===== src/rtl/tdt_pkg.sv =====
package tdt_pkg;

    typedef struct packed {
        logic burst;
        logic rd;
        logic hit;
    } xact_t;

    // both the finishing and the following transfer are reads served by the cache
    function automatic logic may_stream(xact_t cur, xact_t nxt);
        return cur.rd & cur.hit & nxt.rd & nxt.hit;
    endfunction

endpackage


===== src/rtl/tdt_queue.sv =====
module tdt_queue
    import tdt_pkg::*;
#(
    parameter int DEPTH = 2,
    localparam int PW = $clog2(DEPTH),
    localparam int CW = $clog2(DEPTH + 1)
) (
    input  logic          clk,
    input  logic          rst,
    input  logic          push,
    input  xact_t         din,
    input  logic          pop,
    output xact_t         head,
    output xact_t         second,
    output logic [CW-1:0] count
);
    xact_t         mem [DEPTH];
    logic [PW-1:0] wptr;
    logic [PW-1:0] rptr;

    function automatic logic [PW-1:0] wrap_inc(logic [PW-1:0] p);
        return (p == PW'(DEPTH - 1)) ? '0 : p + 1'b1;
    endfunction

    assign head   = mem[rptr];
    assign second = mem[wrap_inc(rptr)];

    always_ff @(posedge clk) begin
        if (rst) begin
            wptr  <= '0;
            rptr  <= '0;
            count <= '0;
        end else begin
            if (push) begin
                mem[wptr] <= din;
                wptr      <= wrap_inc(wptr);
            end
            if (pop) rptr <= wrap_inc(rptr);
            count <= count + CW'(push) - CW'(pop);
        end
    end
endmodule


===== src/rtl/tdt_beats.sv =====
module tdt_beats #(
    parameter int BURST_LEN = 4,
    localparam int BW = $clog2(BURST_LEN)
) (
    input  logic clk,
    input  logic rst,
    input  logic clr,
    input  logic inc,
    input  logic burst,
    output logic last
);
    logic [BW-1:0] cnt;

    assign last = burst ? (cnt == BW'(BURST_LEN - 1)) : 1'b1;

    always_ff @(posedge clk) begin
        if (rst || clr) cnt <= '0;
        else if (inc)   cnt <= cnt + 1'b1;
    end
endmodule


===== src/rtl/tdt_tracker.sv =====
module tdt_tracker
    import tdt_pkg::*;
#(
    parameter int DEPTH     = 2,
    parameter int BURST_LEN = 4,
    localparam int CW = $clog2(DEPTH + 1)
) (
    input  logic          clk,
    input  logic          rst,
    input  logic          start_i,
    input  logic          burst_i,
    input  logic          read_i,
    input  logic          hit_i,
    input  logic          fast_i,
    input  logic          gnt_i,
    input  logic          busy_i,
    input  logic          ack_i,
    input  logic          err_i,
    input  logic          retry_i,
    output logic          busy_o,
    output logic          mdrive_o,
    output logic          done_o,
    output logic          abort_o,
    output logic          ovf_o,
    output logic [CW-1:0] pend_o
);
    xact_t   head, second, incoming;
    logic    active, gap;
    logic    full, has_one, has_two;
    logic    grant_ok, take, abort_open, abort_idle, last_ack, stream;
    logic    push, pop, beat_last, beat_clr, beat_inc;

    assign incoming = '{burst: burst_i, rd: read_i, hit: hit_i};
    assign full     = (pend_o == CW'(DEPTH));
    assign has_one  = (pend_o != '0);
    assign has_two  = (pend_o >= CW'(2));

    // grant qualified by nobody else holding the data bus
    assign grant_ok   = gnt_i & ~busy_i;
    assign abort_open = active & (err_i | retry_i);
    assign abort_idle = ~active & retry_i & has_one;
    assign take       = grant_ok & ~active & ~gap & has_one & ~abort_idle;
    assign last_ack   = active & ack_i & ~err_i & ~retry_i & beat_last;
    assign stream     = last_ack & fast_i & has_two & grant_ok & may_stream(head, second);

    assign push = start_i & ~full;
    assign pop  = abort_open | abort_idle | last_ack;

    assign beat_clr = take | abort_open | last_ack;
    assign beat_inc = active & ack_i & ~err_i & ~retry_i & ~beat_last;

    tdt_queue #(.DEPTH(DEPTH)) u_queue (
        .clk    (clk),
        .rst    (rst),
        .push   (push),
        .din    (incoming),
        .pop    (pop),
        .head   (head),
        .second (second),
        .count  (pend_o)
    );

    tdt_beats #(.BURST_LEN(BURST_LEN)) u_beats (
        .clk   (clk),
        .rst   (rst),
        .clr   (beat_clr),
        .inc   (beat_inc),
        .burst (head.burst),
        .last  (beat_last)
    );

    always_ff @(posedge clk) begin
        if (rst) begin
            active  <= 1'b0;
            gap     <= 1'b0;
            done_o  <= 1'b0;
            abort_o <= 1'b0;
            ovf_o   <= 1'b0;
        end else begin
            active  <= take | stream | (active & ~abort_open & ~last_ack);
            gap     <= (abort_open | last_ack) & ~stream;
            done_o  <= last_ack;
            abort_o <= abort_open | abort_idle;
            ovf_o   <= start_i & full;
        end
    end

    assign busy_o   = active;
    assign mdrive_o = active & ~head.rd;
endmodule


===== config.mk =====
export PLATFORM = sky130hd
export DESIGN_NAME = tdt_tracker
export DESIGN_NICKNAME = d
export VERILOG_FILES = /design/src/rtl/tdt_pkg.sv /design/src/rtl/tdt_queue.sv /design/src/rtl/tdt_beats.sv /design/src/rtl/tdt_tracker.sv
export SDC_FILE = /design/constraint.sdc
export NUM_CORES = 1
export LEC_CHECK = 0
export BUFFER_PORTS_ARGS = -buffer_cell sky130_fd_sc_hd__buf_4
export CELL_PAD_IN_SITES_DETAIL_PLACEMENT = 2
export CELL_PAD_IN_SITES_GLOBAL_PLACEMENT = 2
export CORE_MARGIN = 10
export CORE_UTILIZATION = 34
export DETAILED_ROUTE_END_ITERATION = 7
export HOLD_SLACK_MARGIN = 0.15
export PLACE_DENSITY_LB_ADDON = 0.08
export SLEW_MARGIN = 20
export SYNTH_ARGS = -nofsm -noshare
export SYNTH_HDL_FRONTEND = slang
export SYNTH_SLANG_ARGS = --single-unit

===== constraint.sdc =====
create_clock -name clk -period 3.3 [get_ports clk]
set_clock_uncertainty 0.1 [all_clocks]
set_input_delay 0.99 -clock clk [delete_from_list [all_inputs] [get_ports clk]]
set_output_delay 0.99 -clock clk [all_outputs]
set_load 0.02 [all_outputs]

* Word level (Yosys, flattened, before mapping)
Memories as Yosys holds them, arrays and structs flattened. A register that Yosys moved wholly into a read port is not among the register bits. Cells that the tools add are included.
Storage, ports and cells: bits in writable memories 6, output and inout port bits 7, logic and storage cells 74, memories kept 1, input bits 12, bits in registers 11
Operators by class: bitwise operators 46, reduce and logical (&&, ||, !) cells 2, equality and inequality tests 2, muxes and demuxes 8, order comparisons 1, add/subtract/negate cells 5
Memory list:
- u_queue.mem | words 2, width 3, rd ports 2, clocked after Yosys merged registers in 1, write ports 1, line tdt_queue.sv:17 | xact_t mem [DEPTH];
Operator list (number):
- $and A1 B1 Y1 | 26
- $not A1 Y1 | 12
- $mux W1 | 8
- $or A1 B1 Y1 | 8
- $eq A2 B2 Y1 const B | 2
- $add A1 B1 Y1 const B | 2
- $add A2 B1 Y2 | 1
- $add A2 B1 Y2 const B | 1
- $ge A2 B2 Y1 const B | 1
- $reduce_bool A2 Y1 | 1
- $sub A2 B1 Y2 | 1
- $logic_or A1 B1 Y1 | 1

* Depth between registers and ports, before layout
Gate-level depths: netlist (run 1).
depth after elaboration 10, gate-level depth with buffers 9, gate-level depth less buffers 9

* Hierarchy
From an unflattened synthesis (run 1), not the netlist that was laid out.
Second synthesis, totals: cell total of the unflattened synthesis 69, area, all modules 820.8 um^2
By module, submodules not included:
- tdt_queue | sequential area each 280.3 um^2, instances 1, cells an instance 31, area an instance 457.9 um^2
- tdt_tracker | sequential area each 100.1 um^2, instances 1, cells an instance 30, area an instance 265.3 um^2
- tdt_beats | sequential area each 40.0 um^2, instances 1, cells an instance 8, area an instance 97.6 um^2

* Least setup slack after synthesis (run 1)
No wires, ideal clock.
kind input -> register, start point input retry_i, end point register u_queue.count[1], stages 9, required time 3.072 ns, arrival 2.171 ns, setup time 0.128 ns, buffers on the path 0, path slack 0.901 ns, cells stage by stage o31a_1 -> a21oi_1 -> nand2_1 -> ha_1 -> inv_1 -> ha_1 -> xnor2_1 -> xnor2_1 -> nor2_1
On the way: cells in the longest elaborated chain, start to end 5, elaborated cells between the ends (all ways) 10, those cells by class add/sub (1); bitwise (9)
RTL lines:
- start: declaration | line tdt_tracker.sv:19 | input logic retry_i,
- $or A1 B1 Y1 (tied with other cells) | line tdt_tracker.sv:40 | assign abort_open = active & (err_i | retry_i);
- $and A1 B1 Y1 (on tied branches) | line tdt_tracker.sv:40, tdt_tracker.sv:41, tdt_tracker.sv:43
- $or A1 B1 Y1 / $and A1 B1 Y1 (equally long branches) | line tdt_tracker.sv:47, tdt_tracker.sv:43
- $or A1 B1 Y1 * | line tdt_tracker.sv:47 | assign pop = abort_open | abort_idle | last_ack;
- $sub A2 B1 Y2 * | line tdt_queue.sv:39 | count <= count + CW'(push) - CW'(pop);
- end signal: assignment | line tdt_queue.sv:39
- end: declaration | line tdt_queue.sv:15 | output logic [CW-1:0] count
Mark *: on every way between the ends. The rest lies on a longest branch, timed or not. A chain may end at the register's enable or synchronous reset.

* Final worst setup path (run 1)
Same ends and word-level chain as after synthesis.

==> flow_summary.html, run 1 <==
<table>
<tr><th>Metric</th><th>Value</th></tr>
<tr><th colspan="2">Power and ir drop</th></tr>
<tr><td>Total Power Consumption</td><td>0.612 mW</td></tr>
<tr><td>Leak pwr</td><td>0.401 nW</td></tr>
<tr><td>Power per standard cell area</td><td>623 nW/um2</td></tr>
<tr><td>Max IR drop VDD</td><td>0.327 mV</td></tr>
<tr><th colspan="2">Die</th></tr>
<tr><td>Boundary Pins</td><td>19</td></tr>
<tr><td>Initial core utilization</td><td>35.6%</td></tr>
<tr><td>DIE HEIGHT</td><td>67.9 um</td></tr>
<tr><td>Total core area</td><td>2190 um2</td></tr>
<tr><td>Placement row count</td><td>17</td></tr>
<tr><td>Die area</td><td>4610 um2</td></tr>
<tr><td>Chip width</td><td>67.9 um</td></tr>
<tr><th colspan="2">Final layout</th></tr>
<tr><td>Share of final-layout standard cells stronger than drive strength 1</td><td>28.6%</td></tr>
<tr><td>Number of flip-flops under the largest register name</td><td>6</td></tr>
<tr><td>Leading cell type in the layout, fill and taps excluded</td><td>sky130_fd_sc_hd__buf_4</td></tr>
<tr><td>Largest Register</td><td>u_queue.mem</td></tr>
<tr><td>Layout filler cell count</td><td>229</td></tr>
<tr><td>Antenna Diode Count</td><td>0</td></tr>
<tr><td>Layout-stage area growth over the synthesis result</td><td>26.0%</td></tr>
<tr><td>Nets@finish</td><td>107</td></tr>
<tr><td>Largest regs</td><td>u_queue.mem (6), u_beats.cnt (2), u_queue.count (2)</td></tr>
<tr><td>Commonest cells after routing, fill and taps aside</td><td>sky130_fd_sc_hd__buf_4 (18), sky130_fd_sc_hd__dfxtp_1 (12), sky130_fd_sc_hd__nor2_1 (6), sky130_fd_sc_hd__edfxtp_1 (6), sky130_fd_sc_hd__inv_1 (5)</td></tr>
<tr><th colspan="2">Yosys</th></tr>
<tr><td>Share of synthesized area occupied by flip-flops and latches</td><td>53.9%</td></tr>
<tr><td>Synthesized flop and latch total</td><td>18</td></tr>
<tr><td>Synth Cell Area</td><td>779 um2</td></tr>
<tr><td>Count of distinct cell types in the synthesized netlist</td><td>31</td></tr>
<tr><td>Count of synthesis-stage warnings from yosys</td><td>0</td></tr>
<tr><td>Post-Synthesis Net Count</td><td>85</td></tr>
<tr><td>Cells after Synth</td><td>70</td></tr>
<tr><td>Average cell area after synthesis</td><td>11.1 um2</td></tr>
<tr><th colspan="2">CTS</th></tr>
<tr><td>Clock sink count</td><td>18</td></tr>
<tr><td>Clock buffer count from CTS</td><td>3</td></tr>
<tr><td>Clock latency at the later pin of the worst-skew pair</td><td>290 ps</td></tr>
<tr><td>Number of cells upsized or downsized after cts</td><td>0</td></tr>
<tr><td>H-Tree Depth</td><td>1</td></tr>
<tr><td>Setup Fix Bufs, Post-CTS</td><td>0</td></tr>
<tr><td>CTS clk-pin slew, worst paths</td><td>100 ps</td></tr>
<tr><td>CTS tree</td><td>built</td></tr>
<tr><td>Deepest clock path buffer count</td><td>2</td></tr>
<tr><td>CTS Hold Bufs</td><td>0</td></tr>
<tr><td>Cell chosen for the clock root</td><td>sky130_fd_sc_hd__clkbuf_4</td></tr>
<tr><th colspan="2">Placed design</th></tr>
<tr><td>Gpl congestion</td><td>0.702</td></tr>
<tr><td>Number of port buffers</td><td>18</td></tr>
<tr><td>HPWL reported at the end of detailed placement</td><td>1480 um</td></tr>
<tr><th colspan="2">GRT</th></tr>
<tr><td>Number of antenna violations at the first check in global routing</td><td>0</td></tr>
<tr><td>Maximum number of pins on one net before global-route repair</td><td>15</td></tr>
<tr><td>Global route total overflow</td><td>0</td></tr>
<tr><td>Combined global-route utilization of all metal layers</td><td>9.28%</td></tr>
<tr><td>Vias in the first global route</td><td>656</td></tr>
<tr><td>Wire length of the first global-routing pass</td><td>3200 um</td></tr>
<tr><th colspan="2">Timing</th></tr>
<tr><td>Setup repair after global routing missed its margin</td><td>no</td></tr>
<tr><td>Post-layout minimum cycle time</td><td>2390 ps</td></tr>
<tr><td>Summed negative setup slack over all endpoints</td><td>0 ps</td></tr>
<tr><td>Share of the clock period used by the worst path after layout</td><td>72.4%</td></tr>
<tr><td>Pins over their slew limit</td><td>0</td></tr>
<tr><td>Slew at the pin closest to its max-slew limit</td><td>617 ps</td></tr>
<tr><td>Maximum clock frequency</td><td>0.418 GHz</td></tr>
<tr><td>Final number of setup-violating endpoints</td><td>0</td></tr>
<tr><td>Final hold violation count</td><td>0</td></tr>
<tr><td>Tightest slew margin relative to the limit</td><td>58.3%</td></tr>
<tr><th colspan="2">Worst setup path</th></tr>
<tr><td>Critical path required time</td><td>3390 ps</td></tr>
<tr><td>End point of the critical path</td><td>u_queue.count[1]</td></tr>
<tr><td>Launching element type of the critical path</td><td>primary input</td></tr>
<tr><td>Reg-to-reg endpoint</td><td>u_queue.count[1]</td></tr>
<tr><td>Worst reg2reg setup slack</td><td>1080 ps</td></tr>
<tr><td>Endpoint class of the critical path</td><td>register</td></tr>
<tr><td>Worst Reg2Reg Path Length in Cells</td><td>9</td></tr>
<tr><td>Maximum fanout along the worst path</td><td>4</td></tr>
<tr><td>Critical path startpoint</td><td>retry_i</td></tr>
<tr><td>FF-to-FF Start</td><td>busy_o</td></tr>
<tr><td>Arrival time of data at the critical path endpoint</td><td>2480 ps</td></tr>
<tr><td>Setup Crit Path Kind</td><td>primary input to register</td></tr>
<tr><th colspan="2">Detailed routing</th></tr>
<tr><td>First DRT Iteration DRCs</td><td>16</td></tr>
<tr><td>Antenna violation net count after detailed routing</td><td>0</td></tr>
<tr><td>Routed wirelength normalized by instance count</td><td>15.7 um</td></tr>
<tr><td>Post-route DRC violation count</td><td>0</td></tr>
<tr><td>Via count</td><td>592</td></tr>
<tr><td>Total wirelength of the detailed-routed design</td><td>1870 um</td></tr>
<tr><td>Iteration count of the initial detailed-routing pass</td><td>2</td></tr>
<tr><td>Average vias per placed instance</td><td>4.97</td></tr>
<tr><th colspan="2">Run status</th></tr>
<tr><td>Outcome</td><td>finished clean</td></tr>
<tr><th colspan="2">Hold path</th></tr>
<tr><td>Hold Crit Class</td><td>register to register</td></tr>
<tr><th colspan="2">Job</th></tr>
<tr><td>Max-cap viol count</td><td>0</td></tr>
</table>
[synth_stat cells]
| cell | instances | area, um2 |
|---|---|---|
| sky130_fd_sc_hd__or4_1 | 1 | 7.51 |
| sky130_fd_sc_hd__nand2_1 | 3 | 11.3 |
| sky130_fd_sc_hd__a21o_2 | 1 | 8.76 |
| sky130_fd_sc_hd__nor2b_1 | 1 | 6.26 |
| sky130_fd_sc_hd__nor3_1 | 2 | 10.0 |
| sky130_fd_sc_hd__a21oi_1 | 4 | 20.0 |
| sky130_fd_sc_hd__clkbuf_1 | 1 | 3.75 |
| sky130_fd_sc_hd__nor3b_1 | 1 | 7.51 |
| sky130_fd_sc_hd__mux2i_2 | 1 | 13.8 |
| sky130_fd_sc_hd__and3b_1 | 1 | 8.76 |
| sky130_fd_sc_hd__inv_1 | 5 | 18.8 |
| sky130_fd_sc_hd__nor4bb_1 | 1 | 10.0 |
| sky130_fd_sc_hd__a31oi_1 | 1 | 6.26 |
| sky130_fd_sc_hd__and2_1 | 1 | 6.26 |
| sky130_fd_sc_hd__xor2_1 | 1 | 8.76 |
| sky130_fd_sc_hd__a2bb2oi_1 | 1 | 8.76 |
| sky130_fd_sc_hd__nor4b_1 | 1 | 8.76 |
| sky130_fd_sc_hd__nand4b_1 | 1 | 8.76 |
| sky130_fd_sc_hd__edfxtp_1 | 6 | 180 |
| sky130_fd_sc_hd__o21ai_0 | 3 | 15.0 |
| sky130_fd_sc_hd__nor4b_2 | 1 | 15.0 |
| sky130_fd_sc_hd__nand3_1 | 1 | 5.00 |
| sky130_fd_sc_hd__a22oi_1 | 1 | 7.51 |
| sky130_fd_sc_hd__ha_1 | 3 | 37.5 |
| sky130_fd_sc_hd__o31a_1 | 1 | 8.76 |
| sky130_fd_sc_hd__o2111ai_2 | 1 | 15.0 |
| sky130_fd_sc_hd__nor2_1 | 6 | 22.5 |
| sky130_fd_sc_hd__nor4_1 | 2 | 12.5 |
| sky130_fd_sc_hd__xnor2_1 | 3 | 26.3 |
| sky130_fd_sc_hd__dfxtp_1 | 12 | 240 |
| sky130_fd_sc_hd__mux2i_1 | 2 | 20.0 |
[through the flow]
step	hold WS, ps	worst slack (ps)	cell area (um2)	std cells	utilization, %
final	444	909	982	119	44.8
after global routing	498	777	982	119	44.8
after CTS	447	916	982	119	44.8
after detailed placement	425	590	946	115	43.2
after global placement	409	627	946	115	43.2
after floorplan	384	901	779	70	-
[routing by layer]
| layer | wire, um | GRT usage [%] | part of all wire [%] | vias to the layer above |
|---|---|---|---|---|
| li1 | - | - | - | 302 |
| met1 | 818 | 10.7 | 44 | 279 |
| met2 | 941 | 15.6 | 50 | 9 |
| met3 | 96 | 3.92 | 5.1 | 2 |
| met4 | 9 | 2.26 | 0.48 | 0 |
| met5 | 0 | 0 | 0 | - |
[worst max-delay path: stages]
cell and delay, ps:
sky130_fd_sc_hd__buf_4 120, sky130_fd_sc_hd__o31a_1 90, sky130_fd_sc_hd__a21oi_1 290, sky130_fd_sc_hd__nand2_1 110, sky130_fd_sc_hd__ha_1 280, sky130_fd_sc_hd__inv_1 40, sky130_fd_sc_hd__ha_1 180, sky130_fd_sc_hd__xnor2_1 190
sky130_fd_sc_hd__xnor2_1 140, sky130_fd_sc_hd__nor2_1 50
[final cells by class]
class / count / area [um2] / area share [%]
Clock buffer: 4 / 36.3 / 3.69
Inverter: 5 / 18.8 / 1.91
Timing Repair Buffer: 18 / 135 / 13.8
Multi-Input combinational cell: 46 / 337 / 34.3
Sequential cell: 18 / 420 / 42.8
Tap cell: 28 / 35.0 / 3.57
[worst min path at each step]
stage	startpoint	end	slack [ps]	depth (start not counted)
2_1_floorplan	u_queue.rptr	register	380	2
3_3_place_gp	u_queue.rptr	u_queue.rptr	410	2
4_1_cts	u_queue.rptr	register	450	2
3_5_place_dp	u_queue.wptr	u_queue.wptr	420	2
6_report	u_queue.rptr	register	440	2
5_1_grt	u_queue.wptr	u_queue.wptr	500	2
[cells by family after synthesis]
group | count (synthesis) | synth area share [%]
xor+xnor | 4 | 4.50
flops | 18 | 53.9
compound gates | 13 | 11.6
buf+inv | 6 | 2.89
simple gates | 23 | 18.0
fa+ha+maj | 3 | 4.82
mux | 3 | 4.33
[power by group]
part / switching [mW] / total [mW] / internal (mW)
sequential: 0.0313 / 0.295 / 0.263
clock: 0.0690 / 0.136 / 0.0672
combinational: 0.0916 / 0.181 / 0.0891
total: 0.192 / 0.612 / 0.420
No activity file was read; power rests on OpenSTA's default activity.
==> inputs of run 2 (changes only) <==
--- a/config.mk
+++ b/config.mk
@@ -9,7 +9,7 @@
 export CELL_PAD_IN_SITES_DETAIL_PLACEMENT = 2
 export CELL_PAD_IN_SITES_GLOBAL_PLACEMENT = 2
 export CORE_MARGIN = 10
-export CORE_UTILIZATION = 34
+export CORE_UTILIZATION = 28
 export DETAILED_ROUTE_END_ITERATION = 7
 export HOLD_SLACK_MARGIN = 0.15
 export PLACE_DENSITY_LB_ADDON = 0.08
==> constraint.sdc (replaced) <==
create_clock -name clk -period 1.95 [get_ports clk]
set_clock_uncertainty 0.1 [all_clocks]
set_input_delay 0.585 -clock clk [delete_from_list [all_inputs] [get_ports clk]]
set_output_delay 0.585 -clock clk [all_outputs]
set_load 0.02 [all_outputs]
==> run 2 against run 1 <==
Compared with the run above: register-to-register slack got worse by 1000 ps; cell count increased by 18%; count of clock-buffer cells in the layout decreased by 1.
==> flow_summary.html, run 2 (synthesis results as in run 1) <==
<table>
<tr><th>Metric</th><th>Value</th></tr>
<tr><th colspan="2">Worst setup path</th></tr>
<tr><td>Critical path required time</td><td>2040 ps</td></tr>
<tr><td>Maximum fanout along the worst path</td><td>2</td></tr>
<tr><td>Worst reg2reg setup slack</td><td>40 ps</td></tr>
<tr><td>Launching element type of the critical path</td><td>register</td></tr>
<tr><td>Endpoint class of the critical path</td><td>register</td></tr>
<tr><td>Setup Crit Path Kind</td><td>register to register</td></tr>
<tr><td>Worst Reg2Reg Path Length in Cells</td><td>9</td></tr>
<tr><td>Reg-to-reg endpoint</td><td>u_queue.count[1]</td></tr>
<tr><td>FF-to-FF Start</td><td>u_queue.count[1]</td></tr>
<tr><td>Arrival time of data at the critical path endpoint</td><td>2000 ps</td></tr>
<tr><th colspan="2">Power and ir drop</th></tr>
<tr><td>Part of the total power dissipated in sequential elements</td><td>42.0%</td></tr>
<tr><td>Max IR drop VDD</td><td>0.428 mV</td></tr>
<tr><td>Cell-internal power</td><td>0.783 mW</td></tr>
<tr><td>Power per standard cell area</td><td>988 nW/um2</td></tr>
<tr><td>Clock power share</td><td>16.3%</td></tr>
<tr><td>Power dissipated by switching net loads</td><td>0.369 mW</td></tr>
<tr><td>Net switching share of the total power</td><td>32.1%</td></tr>
<tr><td>Gate power share</td><td>41.7%</td></tr>
<tr><td>Leak pwr</td><td>0.490 nW</td></tr>
<tr><th colspan="2">Hold path</th></tr>
<tr><td>Hold Crit Class</td><td>primary input to register</td></tr>
<tr><td>Startpoint of the tightest hold check path</td><td>burst_i</td></tr>
<tr><td>Cell depth of the worst hold path</td><td>1</td></tr>
<tr><td>Hold path endpoint</td><td>u_queue.mem[0][2]</td></tr>
<tr><th colspan="2">Detailed routing</th></tr>
<tr><td>Average vias per placed instance</td><td>4.79</td></tr>
<tr><td>Via count</td><td>670</td></tr>
<tr><td>First DRT Iteration DRCs</td><td>23</td></tr>
<tr><td>Routed wirelength normalized by instance count</td><td>16.2 um</td></tr>
<tr><td>Antenna violation net count after detailed routing</td><td>0</td></tr>
<tr><td>Total wirelength of the detailed-routed design</td><td>2270 um</td></tr>
<tr><td>Iteration count of the initial detailed-routing pass</td><td>4</td></tr>
<tr><td>Post-route DRC violation count</td><td>0</td></tr>
<tr><th colspan="2">CTS</th></tr>
<tr><td>Clock sink count</td><td>18</td></tr>
<tr><td>CTS clk-pin slew, worst paths</td><td>100 ps</td></tr>
<tr><td>H-Tree Depth</td><td>1</td></tr>
<tr><td>Clock buffer count from CTS</td><td>3</td></tr>
<tr><td>Cell chosen for the clock root</td><td>sky130_fd_sc_hd__clkbuf_4</td></tr>
<tr><td>CTS Hold Bufs</td><td>0</td></tr>
<tr><td>Deepest clock path buffer count</td><td>2</td></tr>
<tr><td>Clock latency at the later pin of the worst-skew pair</td><td>290 ps</td></tr>
<tr><td>CTS tree</td><td>built</td></tr>
<tr><th colspan="2">GRT</th></tr>
<tr><td>Combined global-route utilization of all metal layers</td><td>9.21%</td></tr>
<tr><td>Number of antenna violations at the first check in global routing</td><td>0</td></tr>
<tr><td>Maximum number of pins on one net before global-route repair</td><td>15</td></tr>
<tr><td>Vias in the first global route</td><td>745</td></tr>
<tr><td>Global route total overflow</td><td>0</td></tr>
<tr><td>Wire length of the first global-routing pass</td><td>3820 um</td></tr>
<tr><th colspan="2">Timing</th></tr>
<tr><td>Pins over their slew limit</td><td>0</td></tr>
<tr><td>Maximum clock frequency</td><td>0.524 GHz</td></tr>
<tr><td>Final number of setup-violating endpoints</td><td>0</td></tr>
<tr><td>Post-layout minimum cycle time</td><td>1910 ps</td></tr>
<tr><td>Setup repair after global routing missed its margin</td><td>yes</td></tr>
<tr><td>Share of the clock period used by the worst path after layout</td><td>97.9%</td></tr>
<tr><td>Summed negative setup slack over all endpoints</td><td>0 ps</td></tr>
<tr><td>Setup slack of the critical path after layout</td><td>40.2 ps</td></tr>
<tr><td>Tightest slew margin relative to the limit</td><td>77.5%</td></tr>
<tr><td>Final hold violation count</td><td>0</td></tr>
<tr><td>Slew at the pin closest to its max-slew limit</td><td>334 ps</td></tr>
<tr><th colspan="2">Die</th></tr>
<tr><td>Chip width</td><td>72.8 um</td></tr>
<tr><td>Placement row count</td><td>19</td></tr>
<tr><td>Boundary Pins</td><td>19</td></tr>
<tr><td>Initial core utilization</td><td>28.8%</td></tr>
<tr><td>DIE HEIGHT</td><td>72.8 um</td></tr>
<tr><td>Total core area</td><td>2710 um2</td></tr>
<tr><td>Die area</td><td>5290 um2</td></tr>
<tr><th colspan="2">Final layout</th></tr>
<tr><td>Layout-stage area growth over the synthesis result</td><td>49.6%</td></tr>
<tr><td>Number of flip-flops under the largest register name</td><td>6</td></tr>
<tr><td>Leading cell type in the layout, fill and taps excluded</td><td>sky130_fd_sc_hd__buf_4</td></tr>
<tr><td>Antenna Diode Count</td><td>0</td></tr>
<tr><td>Count of non-filler cells in the finished layout</td><td>140</td></tr>
<tr><td>Largest regs</td><td>u_queue.mem (6), u_beats.cnt (2), u_queue.count (2)</td></tr>
<tr><td>Share of final-layout standard cells stronger than drive strength 1</td><td>49.5%</td></tr>
<tr><td>Commonest cells after routing, fill and taps aside</td><td>sky130_fd_sc_hd__buf_4 (34), sky130_fd_sc_hd__dfxtp_1 (7), sky130_fd_sc_hd__edfxtp_1 (6)</td></tr>
<tr><td>Nets@finish</td><td>125</td></tr>
<tr><td>Largest Register</td><td>u_queue.mem</td></tr>
<tr><th colspan="2">Run status</th></tr>
<tr><td>Outcome</td><td>finished clean</td></tr>
<tr><th colspan="2">Placed design</th></tr>
<tr><td>Pre-CTS setup slack</td><td>-213 ps</td></tr>
<tr><td>Placed Cells</td><td>130</td></tr>
<tr><td>HPWL reported at the end of detailed placement</td><td>1760 um</td></tr>
<tr><td>Gpl congestion</td><td>0.753</td></tr>
<tr><td>Number of port buffers</td><td>18</td></tr>
<tr><th colspan="2">Job</th></tr>
<tr><td>Max-cap viol count</td><td>0</td></tr>
</table>
## run 2: cell types whose count changed in the layout (fill, tap and decap cells not counted), moves of 2 or more
cell	change
sky130_fd_sc_hd__buf_4	+16
sky130_fd_sc_hd__ha_4	+2
sky130_fd_sc_hd__buf_6	+2
sky130_fd_sc_hd__dfxtp_2	+5
sky130_fd_sc_hd__dfxtp_1	-5
sky130_fd_sc_hd__ha_1	-2
## run 2: worst max-delay path, cell delays in order (launching register included)
cell,delay [ps]
sky130_fd_sc_hd__dfxtp_1,330
sky130_fd_sc_hd__o31a_1,300
sky130_fd_sc_hd__a21oi_2,140
sky130_fd_sc_hd__nand2_1,90
sky130_fd_sc_hd__ha_1,280
sky130_fd_sc_hd__inv_1,60
sky130_fd_sc_hd__ha_4,160
sky130_fd_sc_hd__xnor2_2,160
sky130_fd_sc_hd__xnor2_1,140
sky130_fd_sc_hd__nor2_1,50
## run 2: stage by stage
| stage | util (%) | power [mW] | instance area, um2 | hold slack (ps) |
|---|---|---|---|---|
| after floorplan | - | 0.713 | 788 | 384 |
| after global placement | 38.7 | 0.875 | 1050 | 398 |
| after detailed placement | 38.7 | 0.892 | 1050 | 431 |
| after CTS | 40.5 | 1.12 | 1100 | 364 |
| after global routing | 43.0 | 1.26 | 1170 | 347 |
| final | 43.0 | 1.15 | 1170 | 377 |
## run 2: power groups by stage
stage / logic, mW / clock network, mW / registers (mW)
2_1_floorplan: 0.187 / 0 / 0.526
3_3_place_gp: 0.388 / 0 / 0.488
3_5_place_dp: 0.402 / 0 / 0.490
4_1_cts: 0.433 / 0.201 / 0.483
5_1_grt: 0.543 / 0.221 / 0.492
6_report: 0.480 / 0.188 / 0.484
## run 2: area by class of cell
| type | count | area, um2 |
|---|---|---|
| Clock buffer | 3 | 22.5 |
| Timing Repair Buffer | 36 | 278 |
| Inverter | 5 | 18.8 |
| Clock inverter | 1 | 3.75 |
| Multi-Input combinational cell | 46 | 378 |
| Sequential cell | 18 | 427 |
| Tap cell | 31 | 38.8 |
| Fill cell | 300 | 1540 |
## run 2: how the worst max path moves through the flow
stage / startpoint / endpoint / slack (ps) / cells after the start
2_1_floorplan: busy_o / u_queue.count[1] / 9 / 9
3_3_place_gp: retry_i / u_queue.count[1] / -110 / 10
3_5_place_dp: retry_i / u_queue.count[1] / -210 / 10
4_1_cts: u_beats.cnt[0] / u_queue.count[1] / -10 / 9
5_1_grt: u_queue.count[1] / u_queue.count[1] / -60 / 9
6_report: u_queue.count[1] / u_queue.count[1] / 40 / 9
## run 2: what timing repair did
action | in CTS | in global routing
gates resized for setup | 2 | 9
buffers inserted | 2 | 4
setup endpoints to repair | 2 | 2
endpoints found under the hold margin | 0 | 0
pin swaps | 1 | 7
## run 2: routing by layer
metal  track usage, %  part of all wire [%]
met3             2.31                   2.0
met4             3.80                  0.57
met1             10.7                    44
met5                0                     0
met2             15.6                    53
